`src/rtl/bcd_alu8.sv`:
```
module bcd_alu8 (
  input  logic       clk,
  input  logic       rst_n,
  input  logic [1:0] op_sel,
  input  logic [7:0] opa,
  input  logic [7:0] opb,
  input  logic       carry_in,
  input  logic       dec_mode,
  output logic [7:0] res,
  output logic       res_we,
  output logic       flag_c,
  output logic       flag_z,
  output logic       flag_v,
  output logic       flag_n,
  output logic       upd_c,
  output logic       upd_z,
  output logic       upd_v,
  output logic       upd_n
);
  localparam logic [1:0] OP_ADD = 2'b00;
  localparam logic [1:0] OP_SUB = 2'b01;
  localparam logic [1:0] OP_CMP = 2'b10;

  // add path: binary sum, then low-digit and high-digit decimal fix-ups
  logic [4:0] add_lo_sum;
  logic [9:0] add_raw, add_mid, add_fin;
  logic       add_fix_lo, add_fix_hi, add_c, add_v;

  assign add_lo_sum = {1'b0, opa[3:0]} + {1'b0, opb[3:0]} + {4'b0, carry_in};
  assign add_fix_lo = dec_mode && (add_lo_sum > 5'd9);
  assign add_raw    = {2'b0, opa} + {2'b0, opb} + {9'b0, carry_in};
  assign add_mid    = add_raw + (add_fix_lo ? 10'h006 : 10'h000);
  assign add_fix_hi = dec_mode && (add_mid[9:4] > 6'd9);
  assign add_fin    = add_mid + (add_fix_hi ? 10'h060 : 10'h000);
  assign add_c      = |add_fin[9:8];
  assign add_v      = (opa[7] ^ add_fin[7]) & (opb[7] ^ add_fin[7]);

  // subtract path: binary difference, decimal digits pulled down on borrow
  logic [5:0] sub_lo_dif;
  logic [8:0] sub_raw;
  logic [7:0] sub_fin;
  logic       sub_lo_b, sub_hi_b, sub_v;

  assign sub_lo_dif = {2'b0, opa[3:0]} - {2'b0, opb[3:0]} - {5'b0, ~carry_in};
  assign sub_lo_b   = sub_lo_dif[5];
  assign sub_raw    = {1'b0, opa} - {1'b0, opb} - {8'b0, ~carry_in};
  assign sub_hi_b   = sub_raw[8];
  assign sub_fin    = sub_raw[7:0]
                    - ((dec_mode && sub_lo_b) ? 8'h06 : 8'h00)
                    - ((dec_mode && sub_hi_b) ? 8'h60 : 8'h00);
  assign sub_v      = (opa[7] ^ opb[7]) & (opa[7] ^ sub_raw[7]);

  // compare path: always binary
  logic [8:0] cmp_raw;
  assign cmp_raw = {1'b0, opa} - {1'b0, opb};

  logic [7:0] nx_res;
  logic       nx_act, nx_we, nx_c, nx_v, nx_uv;

  always_comb begin
    nx_res = 8'h00;
    nx_act = 1'b0;
    nx_we  = 1'b0;
    nx_c   = 1'b0;
    nx_v   = 1'b0;
    nx_uv  = 1'b0;
    case (op_sel)
      OP_ADD: begin
        nx_res = add_fin[7:0];
        nx_act = 1'b1;
        nx_we  = 1'b1;
        nx_c   = add_c;
        nx_v   = add_v;
        nx_uv  = 1'b1;
      end
      OP_SUB: begin
        nx_res = sub_fin;
        nx_act = 1'b1;
        nx_we  = 1'b1;
        nx_c   = ~sub_hi_b;
        nx_v   = sub_v;
        nx_uv  = 1'b1;
      end
      OP_CMP: begin
        nx_res = cmp_raw[7:0];
        nx_act = 1'b1;
        nx_c   = ~cmp_raw[8];
      end
      default: ;
    endcase
  end

  always_ff @(posedge clk) begin
    if (!rst_n) begin
      res    <= 8'h00;
      res_we <= 1'b0;
      flag_c <= 1'b0;
      flag_z <= 1'b0;
      flag_v <= 1'b0;
      flag_n <= 1'b0;
      upd_c  <= 1'b0;
      upd_z  <= 1'b0;
      upd_v  <= 1'b0;
      upd_n  <= 1'b0;
    end else begin
      res    <= nx_res;
      res_we <= nx_we;
      flag_c <= nx_c;
      flag_z <= nx_act && (nx_res == 8'h00);
      flag_v <= nx_v;
      flag_n <= nx_act && nx_res[7];
      upd_c  <= nx_act;
      upd_z  <= nx_act;
      upd_v  <= nx_uv;
      upd_n  <= nx_act;
    end
  end
endmodule

```
`config.mk`:
```
export PLATFORM = sky130hd
export DESIGN_NAME = bcd_alu8
export DESIGN_NICKNAME = d
export VERILOG_FILES = /design/src/rtl/bcd_alu8.sv
export SDC_FILE = /design/constraint.sdc
export NUM_CORES = 1
export LEC_CHECK = 0
export BUFFER_PORTS_ARGS = -buffer_cell sky130_fd_sc_hd__buf_4
export CAP_MARGIN = 20
export CORE_ASPECT_RATIO = 0.9
export CORE_MARGIN = 1
export CORE_UTILIZATION = 32
export DETAILED_ROUTE_END_ITERATION = 8
export PLACE_DENSITY_LB_ADDON = 0.05
export SLEW_MARGIN = 15
export SYNTH_ARGS = -nofsm -noshare
export SYNTH_HDL_FRONTEND = slang
export SYNTH_SLANG_ARGS = --single-unit
```
`constraint.sdc`:
```
create_clock -name clk -period 12.57 [get_ports clk]
set_input_delay 2.514 -clock clk [delete_from_list [all_inputs] [get_ports clk]]
set_output_delay 2.514 -clock clk [all_outputs]
set_load 0.02 [all_outputs]
```
==> key figures <==
Placed design
  • Dpl ws: 4.81 ns
  • Placer Congestion: 0.780
  • Dpl hpwl: 4.67 mm
  • DP Area: 2660 um2
  • DP Cell Count: 417
  • PortBufs: 38

Worst setup path
  • CP Class: input pin to flip-flop
  • Startpoint Class: input pin
  • WP data required: 12.75 ns
  • Worst path arrival time: 7.75 ns
  • CP Max Fanout: 6
  • CP endpoint kind: flip-flop

Clock tree
  • PostCTS Resize Cnt: 0
  • Root buffer cell: clkbuf_8
  • Total CTS buffers: 3
  • TritonCTS Sinks: 14
  • Worst-path clk slew: 0.06 ns
  • Hold-fix buffers, CTS: 0
  • CTS tree: built
  • Clock tree buffer depth: 2
  • H-tree levels: 1
  • Post-CTS Setup Bufs: 0

Timing
  • Final period util: 60.2%
  • Post-route worst setup slack: 5.01 ns
  • Max-slew headroom: 65.7%
  • RSZ-0062 raised after global routing: no
  • Worst hold margin: 2.58 ns
  • Fmax: 132 MHz
  • Slew Limit Fails: 0
  • Slew of the pin with the lowest slew margin: 0.510 ns
  • Setup TNS: 0 ns
  • Setup-failing EPs final: 0
  • Final Hold Vio Count: 0
  • Post-layout minimum cycle time: 7.56 ns

Synth
  • Mapped Cells: 298
  • Yosys cell types: 61
  • Register area share after synthesis: 12.0%
  • Post-synth EDFFs: 0
  • Synth Cell Area: 2330 um2
  • Yosys warning count: 0
  • Mean Syn Cell Area: 7.81 um2
  • Synth Register Bits: 14
  • Syn Nets: 359
  • Post-synth top flop: dfxtp_1
  • Post-synth ARST share: 0%

Detailed routing
  • Post-DR wirelength/cell: 13.2 um
  • DRC errors left: 0
  • Routed Antenna Nets: 0
  • Routed vias/inst: 4.98
  • Initial DRC Count: 82
  • DR vias: 2097
  • Pre-Repair DR Iteration Count: 6
  • Post-Route WL: 5.57 mm

Power and ir drop
  • Peak supply drop: 0.0000539 V
  • Power per cell area: 102 nW/um2
  • Leakage Power: 1.25 nW
  • Overall power: 0.276 mW

Floorplanning
  • Row count: 29
  • Std-Cell Core Area: 7040 um2
  • Ports: 39
  • Initial core utilization: 33.1%
  • Die Span Y: 82.9 um
  • DIE AREA: 7620 um2
  • Chip Width: 91.9 um

Global routing
  • First-pass GRT wire length: 9.36 mm
  • Total track usage: 15.1%
  • Vias in the first global route: 1950
  • Overflow after GRT: 0
  • Initial antenna violation count: 0
  • Largest net degree at the start of global routing: 21

Final layout
  • Layout cells sized above 1: 15.2%
  • ANT cells: 0
  • Layout Area Growth over Synthesis: 16.5%
  • Reg area: 280 um2
  • Fillers: 771
  • Final Util: 38.5%
  • Multi-input gate area: 1840 um2
  • Nets@finish: 390
  • Most common cell after layout, fill and taps aside: buf_4
  • Final non-filler cell total: 421
  • Final instance area: 2710 um2
  • Most frequent cells in the layout: buf_4 (38), inv_1 (34), ha_1 (33), nor2_1 (29), a21oi_1 (21)

Run
  • Maximum capacitance violations: 0

Min path
  • Hold crit path type: input pin to flip-flop

Run status
  • Status: complete, no violations
[power breakdown]
group / internal [mW] / switching, mW
registers: 0.0504 / 0.00155
clock network: 0.0277 / 0.0147
logic: 0.0787 / 0.103
total: 0.157 / 0.119
[flip-flops by register name (all words and copies together), names as in the netlist]
name / count
upd_v: 1
flag_c: 1
upd_n: 1
flag_z: 1
res: 8
flag_v: 1
flag_n: 1
[worst paths after layout]
check / startpoint / end / cells past startpoint
worst min-delay path: rst_n / res[0]$_SDFF_PN0_ / 2
worst max-delay path: opa[0] / flag_z$_SDFF_PN0_ / 20
[synthesized netlist by cell type (all sizes together) (2+ instances only)]
cell type	n	area, um2
a211oi	6	50.1
a21boi	2	15.0
a21o	4	31.3
a21oi	22	114
a311o	2	20.0
and2	5	31.3
and3	3	18.8
buf	6	50.0
clkbuf	6	22.5
dfxtp	14	280
fa	6	120
ha	33	413
inv	34	128
mux2i	4	40.0
nand2	16	60.1
nand2b	7	43.8
nand3	8	40.0
nand4	3	18.8
nor2	29	109
nor2b	5	31.3
nor3	5	25.0
nor3b	2	15.0
o2111ai	2	17.5
o211a	2	20.0
o211ai	3	22.5
o21a	2	15.0
o21ai	12	60.1
o31a	2	17.5
o31ai	4	30.0
or4	2	15.0
xnor2	19	174
xor2	5	43.8
[routing by layer]
metal / wire length [um] / global-route usage [%]
met3: 80 / 2.29
met5: 0 / 0
met1: 2870 / 21.0
met2: 2600 / 25.6
met4: 20 / 1.28
[logic make-up after synthesis]
kind of cell / Yosys count / synth area share (%)
multiplexers: 5 / 2.20
flip-flops: 14 / 12.0
AND/OR/NAND/NOR: 93 / 20.6
buffers and inverters: 47 / 8.76
XOR/XNOR: 25 / 10.4
AO/OA/AOI/OAI: 75 / 23.1
adder cells (fa/ha/maj): 39 / 22.9
[area by class of cell]
class	count	area share, %
Clock buffer	4	2.03
Multi-Input combinational cell	237	68.0
Sequential cell	14	10.3
Tap cell	93	4.29
Inverter	35	4.85
Timing Repair Buffer	38	10.5
[critical path: stages]
cell and delay (ns):
buf_4 0.12, fa_1 0.47, inv_1 0.09, fa_1 0.41
a21oi_1 0.16, o31a_1 0.21, fa_1 0.45, ha_1 0.31
a21oi_1 0.22, o211ai_1 0.26, xnor2_1 0.50, o21ai_0 0.13
a21boi_0 0.31, ha_1 0.28, ha_1 0.22, a21oi_1 0.07
and2_1 0.20, or4_1 0.52, nand3_1 0.12, o2111a_1 0.19
Power figures use the tool's default switching activity.
